**src/rtl/shmem_pkg.sv**
```systemverilog
package shmem_pkg;
  typedef enum logic [1:0] {
    PH_IDLE   = 2'd0,
    PH_ACCESS = 2'd1,
    PH_RESP   = 2'd2
  } phase_e;
endpackage

```
**src/rtl/shmem_rr_pick.sv**
```systemverilog
module shmem_rr_pick #(
  parameter int N = 3,
  localparam int IW = (N > 1) ? $clog2(N) : 1
) (
  input  logic [N-1:0]  req,
  input  logic [IW-1:0] ptr,
  output logic          any,
  output logic [IW-1:0] idx
);
  always_comb begin
    any = 1'b0;
    idx = '0;
    for (int off = 0; off < N; off++) begin
      if (!any && req[(int'(ptr) + off) % N]) begin
        any = 1'b1;
        idx = IW'((int'(ptr) + off) % N);
      end
    end
  end
endmodule

```
**src/rtl/shmem_rr_seq.sv**
```systemverilog
module shmem_rr_seq
  import shmem_pkg::*;
#(
  parameter int N = 3,
  localparam int IW = (N > 1) ? $clog2(N) : 1
) (
  input  logic          clk,
  input  logic          rst_n,
  input  logic [N-1:0]  cli_cs,
  input  logic          acc_rd,
  output phase_e        phase_q,
  output logic [IW-1:0] gnt_q,
  output logic          rd_q
);
  logic [IW-1:0] ptr_q;
  logic [N-1:0]  served_oh;
  logic [N-1:0]  req_eff;
  logic          pick_any;
  logic [IW-1:0] pick_idx;

  function automatic logic [IW-1:0] next_idx(input logic [IW-1:0] i);
    return (int'(i) == N - 1) ? '0 : IW'(int'(i) + 1);
  endfunction

  always_comb begin
    served_oh = '0;
    if (phase_q == PH_RESP) served_oh[gnt_q] = 1'b1;
    req_eff = (phase_q == PH_ACCESS) ? '0 : (cli_cs & ~served_oh);
  end

  shmem_rr_pick #(.N(N)) u_pick (
    .req (req_eff),
    .ptr (ptr_q),
    .any (pick_any),
    .idx (pick_idx)
  );

  always_ff @(posedge clk or negedge rst_n) begin
    if (!rst_n) begin
      phase_q <= PH_IDLE;
      gnt_q   <= '0;
      ptr_q   <= '0;
      rd_q    <= 1'b0;
    end else begin
      case (phase_q)
        PH_ACCESS: begin
          phase_q <= PH_RESP;
          rd_q    <= acc_rd;
        end
        PH_IDLE, PH_RESP: begin
          if (pick_any) begin
            phase_q <= PH_ACCESS;
            gnt_q   <= pick_idx;
            ptr_q   <= next_idx(pick_idx);
          end else begin
            phase_q <= PH_IDLE;
          end
        end
        default: phase_q <= PH_IDLE;
      endcase
    end
  end

  assert_access_after_idle_R2: assert property (@(posedge clk) disable iff (!rst_n)
    (phase_q == PH_IDLE && |cli_cs) |=> (phase_q == PH_ACCESS));

  assert_ptr_after_grant_R7: assert property (@(posedge clk) disable iff (!rst_n)
    (phase_q == PH_ACCESS) |-> (ptr_q == next_idx(gnt_q)));

  assert_no_self_regrant_R8: assert property (@(posedge clk) disable iff (!rst_n)
    (phase_q == PH_RESP && |(cli_cs & ~served_oh)) |=>
      (phase_q == PH_ACCESS && gnt_q != $past(gnt_q)));

  assert_ptr_hold_idle_R7: assert property (@(posedge clk) disable iff (!rst_n)
    (phase_q == PH_IDLE && cli_cs == '0) |=> $stable(ptr_q));
endmodule

```
**src/rtl/shmem_port_mux.sv**
```systemverilog
module shmem_port_mux
  import shmem_pkg::*;
#(
  parameter int N  = 3,
  parameter int AW = 16,
  parameter int DW = 16,
  localparam int IW = (N > 1) ? $clog2(N) : 1
) (
  input  logic                 clk,
  input  logic                 rst_n,
  input  phase_e               phase_q,
  input  logic [IW-1:0]        gnt_q,
  input  logic                 rd_q,
  input  logic [N-1:0]         cli_rd,
  input  logic [N-1:0]         cli_wr,
  input  logic [N-1:0][AW-1:0] cli_addr,
  input  logic [N-1:0][DW-1:0] cli_wdata,
  output logic [N-1:0][DW-1:0] cli_rdata,
  output logic [N-1:0]         cli_rdy,
  output logic [AW-1:0]        mem_addr,
  output logic [DW-1:0]        mem_wdata,
  input  logic [DW-1:0]        mem_rdata,
  output logic                 mem_cs,
  output logic                 mem_rd,
  output logic                 mem_wr
);
  always_comb begin
    mem_cs    = 1'b0;
    mem_rd    = 1'b0;
    mem_wr    = 1'b0;
    mem_addr  = '0;
    mem_wdata = '0;
    if (phase_q == PH_ACCESS) begin
      mem_cs    = 1'b1;
      mem_rd    = cli_rd[gnt_q];
      mem_wr    = cli_wr[gnt_q];
      mem_addr  = cli_addr[gnt_q];
      mem_wdata = cli_wdata[gnt_q];
    end
  end

  for (genvar i = 0; i < N; i++) begin : g_resp
    assign cli_rdy[i]   = (phase_q == PH_RESP) && (gnt_q == IW'(i));
    assign cli_rdata[i] = (cli_rdy[i] && rd_q) ? mem_rdata : '0;
  end

  assert_single_inflight_R5: assert property (@(posedge clk) disable iff (!rst_n)
    mem_cs |=> !mem_cs);

  assert_idle_quiet_R2: assert property (@(posedge clk) disable iff (!rst_n)
    !mem_cs |-> (!mem_rd && !mem_wr));

  assert_rdy_after_access_R3: assert property (@(posedge clk) disable iff (!rst_n)
    mem_cs |=> $onehot(cli_rdy));

  assert_rdy_onehot_R8: assert property (@(posedge clk) disable iff (!rst_n)
    $onehot0(cli_rdy));

  assert_rdy_has_access_R8: assert property (@(posedge clk) disable iff (!rst_n)
    (|cli_rdy) |-> $past(mem_cs));
endmodule

```
**src/rtl/shmem_rr_ctrl.sv**
```systemverilog
module shmem_rr_ctrl
  import shmem_pkg::*;
#(
  parameter int N  = 3,
  parameter int AW = 16,
  parameter int DW = 16,
  localparam int IW = (N > 1) ? $clog2(N) : 1
) (
  input  logic                 clk,
  input  logic                 rst_n,
  input  logic [N-1:0]         cli_cs,
  input  logic [N-1:0]         cli_rd,
  input  logic [N-1:0]         cli_wr,
  input  logic [N-1:0][AW-1:0] cli_addr,
  input  logic [N-1:0][DW-1:0] cli_wdata,
  output logic [N-1:0][DW-1:0] cli_rdata,
  output logic [N-1:0]         cli_rdy,
  output logic [AW-1:0]        mem_addr,
  output logic [DW-1:0]        mem_wdata,
  input  logic [DW-1:0]        mem_rdata,
  output logic                 mem_cs,
  output logic                 mem_rd,
  output logic                 mem_wr
);
  phase_e        phase_q;
  logic [IW-1:0] gnt_q;
  logic          rd_q;

  shmem_rr_seq #(.N(N)) u_seq (
    .clk     (clk),
    .rst_n   (rst_n),
    .cli_cs  (cli_cs),
    .acc_rd  (mem_rd),
    .phase_q (phase_q),
    .gnt_q   (gnt_q),
    .rd_q    (rd_q)
  );

  shmem_port_mux #(.N(N), .AW(AW), .DW(DW)) u_mux (
    .clk       (clk),
    .rst_n     (rst_n),
    .phase_q   (phase_q),
    .gnt_q     (gnt_q),
    .rd_q      (rd_q),
    .cli_rd    (cli_rd),
    .cli_wr    (cli_wr),
    .cli_addr  (cli_addr),
    .cli_wdata (cli_wdata),
    .cli_rdata (cli_rdata),
    .cli_rdy   (cli_rdy),
    .mem_addr  (mem_addr),
    .mem_wdata (mem_wdata),
    .mem_rdata (mem_rdata),
    .mem_cs    (mem_cs),
    .mem_rd    (mem_rd),
    .mem_wr    (mem_wr)
  );

  assert_reset_quiet_R1: assert property (@(posedge clk)
    !rst_n |-> (!mem_cs && cli_rdy == '0));
endmodule

```
**config.mk**
```make
export PLATFORM = sky130hd
export DESIGN_NAME = shmem_rr_ctrl
export DESIGN_NICKNAME = d
export VERILOG_FILES = /design/src/rtl/shmem_pkg.sv /design/src/rtl/shmem_rr_pick.sv /design/src/rtl/shmem_rr_seq.sv /design/src/rtl/shmem_port_mux.sv /design/src/rtl/shmem_rr_ctrl.sv
export SDC_FILE = /design/constraint.sdc
export NUM_CORES = 1
export LEC_CHECK = 0
export ABC_AREA = 1
export CORE_MARGIN = 5
export CORE_UTILIZATION = 27
export DETAILED_ROUTE_END_ITERATION = 6
export PLACE_DENSITY = 0.8
export REMOVE_ABC_BUFFERS = 1
export SLEW_MARGIN = 20
export SYNTH_ARGS = -nofsm -noshare
export SYNTH_HDL_FRONTEND = slang
export SYNTH_SLANG_ARGS = --single-unit
```
**constraint.sdc**
```tcl
create_clock -name clk -period 2.3 [get_ports clk]
set_clock_uncertainty 0.2 [all_clocks]
set_input_delay 0.23 -clock clk [delete_from_list [all_inputs] [get_ports clk]]
set_output_delay 0.23 -clock clk [all_outputs]
set_load 0.005 [all_outputs]
```
==> results of run 1 <==
==> how the worst min path moves through the flow <==
stage,start,end,cells after the start
after floorplan,rst_n,u_seq.gnt_q[0],0
after global placement,u_seq.ptr_q[0],u_seq.ptr_q[0],2
after detailed placement,u_seq.ptr_q[0],u_seq.ptr_q[0],2
after CTS,rst_n,u_seq.ptr_q[1],1
after global routing,rst_n,u_seq.rd_q,1
final,rst_n,u_seq.ptr_q[1],1
==> critical path: stages, from the launching register on <==
cell             delay (ns)
dfrtp_2                0.43
inv_2                  0.07
nor2_4                 0.11
nand2_1                0.10
inv_1                  0.08
nand2_1                0.06
buf_6                  0.15
nor2_1                 0.11
clkdlybuf4s50_1        0.52
==> through the flow <==
| step | setup slack, ns | utilization [%] | power, mW |
|---|---|---|---|
| 2_1_floorplan | -0.0141 | - | 1.60 |
| 3_3_place_gp | 0.0522 | 63.1 | 2.82 |
| 3_5_place_dp | 0.0275 | 63.1 | 2.87 |
| 4_1_cts | 0.0122 | 64.5 | 3.14 |
| 5_1_grt | -0.102 | 68.3 | 3.49 |
| 6_report | 0.00622 | 68.3 | 3.17 |
==> layout make-up <==
type | instances | share of cell area (%)
clock buffer | 4 | 1.06
inverter | 63 | 5.61
multi-input combinational | 291 | 30.5
sequential | 7 | 4.20
tap | 77 | 2.26
timing repair buffer | 228 | 56.4
==> logic make-up (layout without fill, tap and decap cells) <==
kind of cell	Yosys count	count (layout)	share of synthesized area, %
AO/OA/AOI/OAI	7	7	3.30
adder cells (fa/ha/maj)	2	2	1.47
buffers and inverters	78	295	17.2
flip-flops	7	7	10.3
AND/OR/NAND/NOR	281	282	67.8
==> power by group through the flow <==
stage                     clock network (mW)  logic, mW  registers [mW]
after floorplan                            0       1.36           0.240
after global placement                     0       2.58           0.244
after detailed placement                   0       2.63           0.248
after CTS                              0.176       2.70           0.261
after global routing                   0.186       3.02           0.282
final                                  0.169       2.72           0.278
==> flip-flops by register name, indices dropped and copies added, names as in the netlist <==
register and count:
u_seq.phase_q 2, u_seq.ptr_q 2, u_seq.gnt_q 2, u_seq.rd_q 1
==> repair_timing <==
item,4_1_cts,5_1_grt
cloned,0,1
gates resized for setup,25,68
pin swaps,2,3
setup endpoints to repair,80,72
setup buffers,2,7
==> metal layers <==
metal  up-vias  track usage, %  wire length (um)
li1       1547               -                 -
met2       169            42.3              4790
met4         0            5.68               182
met5         -               0                 0
met3        14            5.62              1090
met1      1325            19.9              3200
==> placed cells by master, fill, tap and decap left out, drive strengths merged, types with 2 or more instances in the layout <==
cell type      count
a21oi              2
buf               20
clkbuf             4
clkdlybuf4s50    144
dfrtp              7
dlygate4sd2       11
dlymetal6s2s      53
ha                 2
inv               63
nand2            175
nand3             44
nand4              4
nor2              59
o21ai              4
==> reports/results.ini, run 1 <==
[status]
status=finished, final reports clean

[logic_synthesis]
synth-seq-cells=7
yosysWarnings=0
ys_seq_area_share_pct=10.3
synthCells=375
synth_area_per_cell_um2=4.55
synth_top_area_cell=nand2_1
synth_top_flop_cell=dfrtp_1
synth.top_cell.area_share_pct=37.6
synth_edf_count=0
synthArstFlopShare_pct=100
ys_top_cells_by_count=nand2_1 (171), inv_1 (62), nor2_1 (55)
syn_area_um2=1710
yosysMostFrequentCell=nand2_1
synthTopCellsByArea=nand2_1 (38%), inv_1 (14%), nand3_1 (12%), nor2_1 (12%), dfrtp_1 (10%)
yosysUniqueCellTypes=19

[floorplanning]
die-width_um=89.5
die_height_um=89.5
rows=29
io_pins=209
start_util_pct=27.3
core_area_um2=6240
die_area_um2=8010

[routing]
drt_wl_total_mm=9.26
drc=0
postRouteAntennaNets=0
drt_iter0_markers=99
viasPerCell=4.56
drt-pass1-iter-count=4
vias=3055
avgRoutedWirePerCell_um=13.8

[global_route]
antenna_found_initial=0
grt_overflow=0
grt_first_pass_wirelength_mm=13.1
grt_pass1_vias=2813
grt_max_degree=35
grt.total_usage_pct=20.7

[power]
switching_share_pct=50.2
pwr-share-comb_pct=85.9
peakVddDrop_v=0.000491
seq_power_share_pct=8.8
p_clk_share_pct=5.3
power_density_nw_per_um2=743
leakage_nw=3.07
power_switching_mw=1.59
intPower_mw=1.58

[job]
maxCapViolCount=0

[clocking]
htreeDepth=1
insertion_delay_ns=0.22
path_clk_slew_ns=0.04
clock_sinks=7
cts_buffer_depth=2
cts_tree=built
root_buffer=clkbuf_8
numCtsBuffers=3
hold_buffers=0

[layout]
drive_above_1_share_pct=8.94
multiInputGateArea_um2=1300
fin_area_um2=4260
register_area_um2=179
nets=719
final_cells=670
nFillCells=548
areaGrowthSynthToFinish_pct=150
diodes=0

[critical_path]
r2r_cells=13
path_class=flop to output port
r2r-start=u_seq.phase_q[0]
crit_required_ns=1.87
cp-end-kind=output port
r2r_end=u_seq.ptr_q[0]
reg2reg_setup_slack_ns=0.18
arrival_ns=1.86
startpoint=u_seq.gnt_q[1]
endpoint=cli_rdata[46]
crit_path_start_kind=flop
crit_fanout=12

[sta]
period_minus_slack_ns=2.29
post-route-period-util_pct=99.7
rsz0062_at_grt=true
max_freq_ghz=0.436
report.final.hold_viol_count=0
setup_viol=0
hold_ws_ns=0.0681
fin_tns_setup_ns=0
slew-limit-headroom_pct=78.7
tightest_slew_ns=0.319
maxSlewViolCount=0

[placement]
dpl-instance-area_um2=3940
gp_congestion=0.893
dp.cells=656
port_buffers=208
dp_hpwl_mm=7.40

[worst_hold_path]
hold_path.class=input port to asynchronous set/reset pin

Note: power is estimated with default switching activity, not from simulation.
==> inputs of run 2 (changes only) <==
==> constraint.sdc (replaced) <==
create_clock -name clk -period 2.2 [get_ports clk]
set_clock_uncertainty 0.2 [all_clocks]
set_input_delay 0.22 -clock clk [delete_from_list [all_inputs] [get_ports clk]]
set_output_delay 0.22 -clock clk [all_outputs]
set_load 0.005 [all_outputs]
==> run 2 against run 1 <==
Net effect: non-clock buffer count is 2 lower; first-iteration DRC count down 1.0%; sequential power down 5%; sequential share of layout area increased by 0.13 points; total power increased by 2.3%; clock-buffer cell count stayed put; via count fell by 0.75%; clock power up 7%; critical endpoint is now cli_rdy[1]; largest power group unchanged; highest routed layer unchanged.
==> reports/results.ini, run 2 (same netlist as run 1, synthesis figures left out) <==
[power]
pwr-share-comb_pct=86.3  ; was 85.9%
peakVddDrop_v=0.000441  ; was 0.000491 V
leakage_nw=2.69  ; was 3.07 nW
seq_power_share_pct=8.1  ; was 8.8%
p_clk_share_pct=5.6  ; was 5.3%
intPower_mw=1.63  ; was 1.58 mW
switching_share_pct=49.8  ; was 50.2%
power_density_nw_per_um2=790  ; was 743 nW/um2
power_switching_mw=1.61  ; was 1.59 mW

[layout]
final_common_cell=nand2_1  ; unchanged
fin_area_um2=4100  ; was 4260 um2
nets=716  ; was 719
drive_above_1_share_pct=6.95  ; was 8.94%
final_cells=667  ; was 670
nFillCells=601  ; was 548
final_cell_mix=nand2_1 (171), clkdlybuf4s50_1 (126), dlygate4sd2_1 (63)  ; was nand2_1 (168), clkdlybuf4s50_1 (144), inv_1 (60)
multiInputGateArea_um2=1260  ; was 1300 um2
top_regs=u_seq.gnt_q x2, u_seq.phase_q x2, u_seq.ptr_q x2  ; unchanged
diodes=0  ; unchanged
register_area_um2=178  ; was 179 um2
areaGrowthSynthToFinish_pct=140  ; was 150%

[sta]
setup_viol=0  ; unchanged
maxSlewViolCount=0  ; unchanged
period_minus_slack_ns=2.10
post-route-period-util_pct=95.2
tightest_slew_ns=0.335  ; was 0.319 ns
report.final.hold_viol_count=0  ; unchanged
slew-limit-headroom_pct=77.6  ; was 78.7%
hold_ws_ns=0.0606  ; was 0.0681 ns
max_freq_ghz=0.477
rsz0062_at_grt=true  ; unchanged
worst_slack_ns=0.105  ; was 0.00622 ns

[global_route]
met1_usage_pct=20.3  ; was 19.9%
grt_use_met3_pct=7.00  ; was 5.62%
grt_max_degree=27  ; was 35
grt_first_pass_wirelength_mm=13.1  ; about the same
antenna_found_initial=0  ; unchanged
grt_overflow=0  ; unchanged
grt_pass1_vias=2915  ; was 2813
grt.total_usage_pct=20.7  ; about the same
met2_usage_pct=40.1  ; was 42.3%
busiest_layer=met2  ; unchanged

[floorplanning]
io_pins=209  ; unchanged
die-width_um=89.5  ; unchanged
rows=29  ; unchanged
start_util_pct=27.3  ; unchanged
die_area_um2=8010  ; unchanged
die_height_um=89.5  ; unchanged
core_area_um2=6240  ; unchanged

[clocking]
hold_buffers=0  ; unchanged
cts_tree=built  ; unchanged
cts_buffer_depth=2  ; unchanged
insertion_delay_ns=0.23  ; was 0.22 ns
numCtsBuffers=3  ; unchanged
clock_sinks=7  ; unchanged
htreeDepth=1  ; unchanged
path_clk_slew_ns=0.04  ; about the same
root_buffer=clkbuf_8  ; unchanged

[critical_path]
crit_path_start_kind=flop  ; unchanged
slowest_delay_ns=0.49  ; was 0.52 ns
cp_slowest_cell=clkdlybuf4s50_1  ; unchanged
cp-end-kind=output port  ; unchanged
path_class=flop to output port  ; unchanged
cp.buffers_inverters=4  ; unchanged
crit_required_ns=1.78  ; was 1.87 ns
path_depth=6  ; was 8
reg2reg_setup_slack_ns=0.15  ; was 0.18 ns
r2r_cells=13  ; unchanged
crit_fanout=4  ; was 12
critPathTopFamily=buffers and inverters  ; unchanged
path_cells=buf_4 > inv_2 > nand2_1 > nor2_2 > buf_4 > clkdlybuf4s50_1  ; was inv_2 > nor2_4 > nand2_1 > inv_1 > nand2_1 > buf_6 > nor2_1 > clkdlybuf4s50_1
critical_path.most_common_cell=buf_4  ; was nand2_1
arrival_ns=1.68  ; was 1.86 ns

[routing]
viasPerCell=4.55  ; was 4.56
drt_wl_total_mm=8.81  ; was 9.26 mm
vias=3032  ; was 3055
postRouteAntennaNets=0  ; unchanged
avgRoutedWirePerCell_um=13.2  ; was 13.8 um
drc=0  ; unchanged
drt-pass1-iter-count=4  ; unchanged
drt_iter0_markers=98  ; was 99

[placement]
dp.cells=662  ; was 656
port_buffers=208  ; unchanged
dpl-instance-area_um2=4010  ; was 3940 um2
gp_congestion=0.852  ; was 0.893
place_ws_ns=0.0428  ; was 0.0275 ns
dp_hpwl_mm=7.56  ; was 7.40 mm

[status]
status=finished, final reports clean  ; unchanged

[worst_hold_path]
hold_path.class=input port to asynchronous set/reset pin  ; unchanged

[job]
maxCapViolCount=0  ; unchanged

run 2: cell count changes in the layout (fill, tap and decap cells not counted), sizes merged:
cell / previous run / this run
dlymetal6s2s: 53 / 19
nand2: 175 / 174
clkdlybuf4s50: 144 / 126
dlygate4sd2: 11 / 63
buf: 20 / 18
run 2: worst paths after layout:
path | start | endpoint
min | rst_n | u_seq.ptr_q[0]
min in group clk | u_seq.ptr_q[0] | u_seq.ptr_q[0]
max reg2reg | u_seq.phase_q[0] | u_seq.gnt_q[0]
min reg2reg | u_seq.ptr_q[0] | u_seq.ptr_q[0]
max in group asynchronous | rst_n | u_seq.gnt_q[0]
max | u_seq.phase_q[0] | cli_rdy[1]
run 2: what timing repair did:
action                                  4_1_cts  5_1_grt
setup buffers                                 0        1
resized for setup                            77       28
endpoints found under the setup margin       82       23
run 2: per-layer routing:
layer / vias up / share of wire, %
li1: 1545 / -
met1: 1311 / 34
met2: 160 / 50
met3: 16 / 14
met4: 0 / 2.4
met5: - / 0
run 2: area by class of cell:
type / instances / share of cell area [%]
repair buffers: 226 / 55.8
multi-input cells: 290 / 30.6
inverters: 63 / 5.77
flip-flops and latches: 7 / 4.33
well taps: 77 / 2.35
clock buffers: 4 / 1.10
run 2: power by group through the flow:
stage                     combinational [mW]  clock, mW  sequential (mW)
after detailed placement                2.83          0            0.254
after global placement                  2.77          0            0.250
after floorplan                         1.42          0            0.251
after global routing                    3.10      0.196            0.271
final                                   2.80      0.181            0.263
after CTS                               2.80      0.188            0.261
run 2: through the flow:
stage               setup TNS (ns)  util, %  power [mW]
floorplan                    -1.26        -        1.67
global placement                 0     64.2        3.02
detailed placement               0     64.2        3.08
CTS                         -0.891     64.4        3.25
global route               -0.0395     65.7        3.57
finish                           0     65.7        3.24
run 2: worst register-to-register path, stage by stage, from the launching register on:
cell     delay (ns)
dfrtp_1        0.39
buf_4          0.15
inv_2          0.10
nor2_4         0.05
buf_12         0.15
nor2_2         0.10
nand2_1        0.10
a21oi_2        0.20
a21oi_4        0.06
nand2_1        0.10
nor2_1         0.06
nor2_2         0.12
nand3_1        0.11
nand2_1        0.08
==> inputs of run 3 (changes only) <==
--- a/config.mk
+++ b/config.mk
@@ -9,6 +9,7 @@
 export CORE_MARGIN = 5
 export CORE_UTILIZATION = 27
 export DETAILED_ROUTE_END_ITERATION = 6
+export HOLD_SLACK_MARGIN = 0.15
 export PLACE_DENSITY = 0.8
 export REMOVE_ABC_BUFFERS = 1
 export SLEW_MARGIN = 20
==> run 3 against run 2 <==
Net effect: clock power about the same; core utilization up 0.16 points; routed wire length up 0.16%; design area up 0.24%; largest cell class unchanged; die area unchanged; total power about the same; first-iteration DRC count up 7.1%; via count up 0.30%; cell count up 0.15%; sequential power about the same; sequential cell count unchanged; critical path depth up 2.
==> reports/results.ini, run 3 (same netlist as run 1, synthesis figures left out) <==
[layout]
final_common_cell=nand2_1  ; unchanged
nFillCells=600  ; was 601
nets=717  ; was 716
top_regs=u_seq.gnt_q x2, u_seq.phase_q x2, u_seq.ptr_q x2  ; unchanged
diodes=0  ; unchanged
multiInputGateArea_um2=1260  ; unchanged
areaGrowthSynthToFinish_pct=141  ; was 140%
final_cells=668  ; was 667
final_cell_mix=nand2_1 (171), clkdlybuf4s50_1 (126), dlygate4sd2_1 (63)  ; unchanged
drive_above_1_share_pct=6.94  ; was 6.95%
register_area_um2=178  ; unchanged

[sta]
hold_ws_ns=0.315  ; was 0.0606 ns
tightest_slew_ns=0.334  ; was 0.335 ns
post-route-period-util_pct=95.0  ; was 95.2%
period_minus_slack_ns=2.09  ; was 2.10 ns
rsz0062_at_grt=true  ; unchanged
slew-limit-headroom_pct=77.7  ; was 77.6%
report.final.hold_viol_count=0  ; unchanged
max_freq_ghz=0.478  ; was 0.477 GHz
setup_viol=0  ; unchanged
maxSlewViolCount=0  ; unchanged
worst_slack_ns=0.109  ; was 0.105 ns

[clocking]
clock_sinks=7  ; unchanged
root_buffer=clkbuf_8  ; unchanged
cts_tree=built  ; unchanged
htreeDepth=1  ; unchanged
cts_buffer_depth=2  ; unchanged
insertion_delay_ns=0.23  ; about the same
numCtsBuffers=3  ; unchanged
path_clk_slew_ns=0.04  ; about the same

[power]
power_density_nw_per_um2=789  ; was 790 nW/um2
switching_share_pct=49.8  ; about the same
peakVddDrop_v=0.000442  ; was 0.000441 V
pwr-share-comb_pct=86.3  ; about the same
seq_power_share_pct=8.1  ; about the same
power_switching_mw=1.61  ; about the same
intPower_mw=1.63  ; about the same
p_clk_share_pct=5.6  ; about the same
leakage_nw=2.69  ; about the same

[job]
maxCapViolCount=0  ; unchanged

[placement]
dp.cells=662  ; unchanged
gp_congestion=0.852  ; unchanged
port_buffers=208  ; unchanged
place_ws_ns=0.0428  ; unchanged
dp_hpwl_mm=7.56  ; unchanged

[critical_path]
cp-end-kind=output port  ; unchanged
crit_fanout=16  ; was 4
reg2reg_setup_slack_ns=0.14  ; was 0.15 ns
r2r_end=u_seq.gnt_q[0]  ; unchanged
r2r-start=u_seq.phase_q[0]  ; unchanged
crit_path_start_kind=flop  ; unchanged
path_cells=inv_2 > nor2_4 > nand2_1 > inv_1 > nand2_1 > buf_12 > nor2_1 > dlygate4sd2_1  ; was buf_4 > inv_2 > nand2_1 > nor2_2 > buf_4 > clkdlybuf4s50_1
path_class=flop to output port  ; unchanged
arrival_ns=1.67  ; was 1.68 ns
slowest_delay_ns=0.43  ; was 0.49 ns
crit_required_ns=1.78  ; about the same
critical_path.most_common_cell=nand2_1  ; was buf_4
r2r_cells=13  ; unchanged
cp_slowest_cell=dfrtp_2  ; was clkdlybuf4s50_1

[floorplanning]
die_area_um2=8010  ; unchanged
io_pins=209  ; unchanged
start_util_pct=27.3  ; unchanged
rows=29  ; unchanged
die-width_um=89.5  ; unchanged
die_height_um=89.5  ; unchanged
core_area_um2=6240  ; unchanged

[global_route]
grt_first_pass_wirelength_mm=13.1  ; about the same
grt.total_usage_pct=20.7  ; about the same
grt_max_degree=27  ; unchanged
grt_overflow=0  ; unchanged
grt_pass1_vias=2918  ; was 2915
antenna_found_initial=0  ; unchanged

[worst_hold_path]
worstHoldStart=u_seq.ptr_q[0]
hold_path.class=flop to flop  ; was input port to asynchronous set/reset pin
hold_depth=2
holdPathEnd=u_seq.ptr_q[0]

[routing]
viasPerCell=4.55  ; about the same
postRouteAntennaNets=0  ; unchanged
drt-pass1-iter-count=4  ; unchanged
drt_iter0_markers=105  ; was 98
vias=3041  ; was 3032
avgRoutedWirePerCell_um=13.2  ; about the same
drc=0  ; unchanged
drt_wl_total_mm=8.82  ; was 8.81 mm

[status]
status=finished, final reports clean  ; unchanged

==> run 3: cell types whose count changed in the layout (fill, tap and decap cells not counted), sizes merged <==
cell	before	now
dlygate4sd3	0	1
==> run 3: what timing repair did <==
action	4_1_cts	5_1_grt
setup endpoints to repair	82	23
buffers inserted	0	1
hold buffers	1	0
resized for setup	77	28
endpoints found under the hold margin	7	0
==> run 3: through the flow <==
step	setup TNS [ns]	instance area [um2]	utilization [%]	power (mW)
2_1_floorplan	-1.26	1650	-	1.67
3_3_place_gp	0	4010	64.2	3.02
3_5_place_dp	0	4010	64.2	3.08
4_1_cts	-0.891	4030	64.5	3.25
5_1_grt	-0.0395	4110	65.9	3.57
6_report	0	4110	65.9	3.24
==> run 3: layout make-up <==
type,count,share of cell area (%)
Inverter,63,5.75
Clock buffer,4,1.10
Multi-Input combinational cell,290,30.6
Timing Repair Buffer,227,55.9
Sequential cell,7,4.32
Tap cell,77,2.34
==> run 3: worst max path at each step <==
stage	start	slack [ns]	depth (start not counted)	endpoint
3_3_place_gp	u_seq.gnt_q[0]	0.04	7	mem_wdata[7]
6_report	u_seq.gnt_q[1]	0.11	8	cli_rdata[43]
3_5_place_dp	u_seq.gnt_q[0]	0.04	7	mem_wdata[7]
4_1_cts	u_seq.gnt_q[0]	-0.07	7	mem_addr[5]
5_1_grt	u_seq.gnt_q[1]	-0.02	8	cli_rdata[43]
2_1_floorplan	u_seq.gnt_q[0]	-0.11	10	u_seq.gnt_q[0]
==> run 3: critical path: cells and delay by family (launching register included) <==
| family | cells | cell delay (ns) |
|---|---|---|
| buffers and inverters | 4 | 0.56 |
| AND/OR/NAND/NOR | 4 | 0.46 |
| flip-flops | 1 | 0.43 |
==> run 3: power by group through the flow <==
stage | clock (mW) | sequential (mW) | combinational, mW
2_1_floorplan | 0 | 0.251 | 1.42
3_3_place_gp | 0 | 0.250 | 2.77
3_5_place_dp | 0 | 0.254 | 2.83
4_1_cts | 0.188 | 0.261 | 2.80
5_1_grt | 0.196 | 0.271 | 3.11
6_report | 0.181 | 0.263 | 2.80
==> run 3: layer usage <==
metal / vias to the layer above / wire [um] / global-route usage, %
li1: 1546 / - / -
met1: 1319 / 2950 / 20.3
met2: 160 / 4450 / 40.1
met3: 16 / 1200 / 7.00
met4: 0 / 215 / 6.77
met5: - / 0 / 0
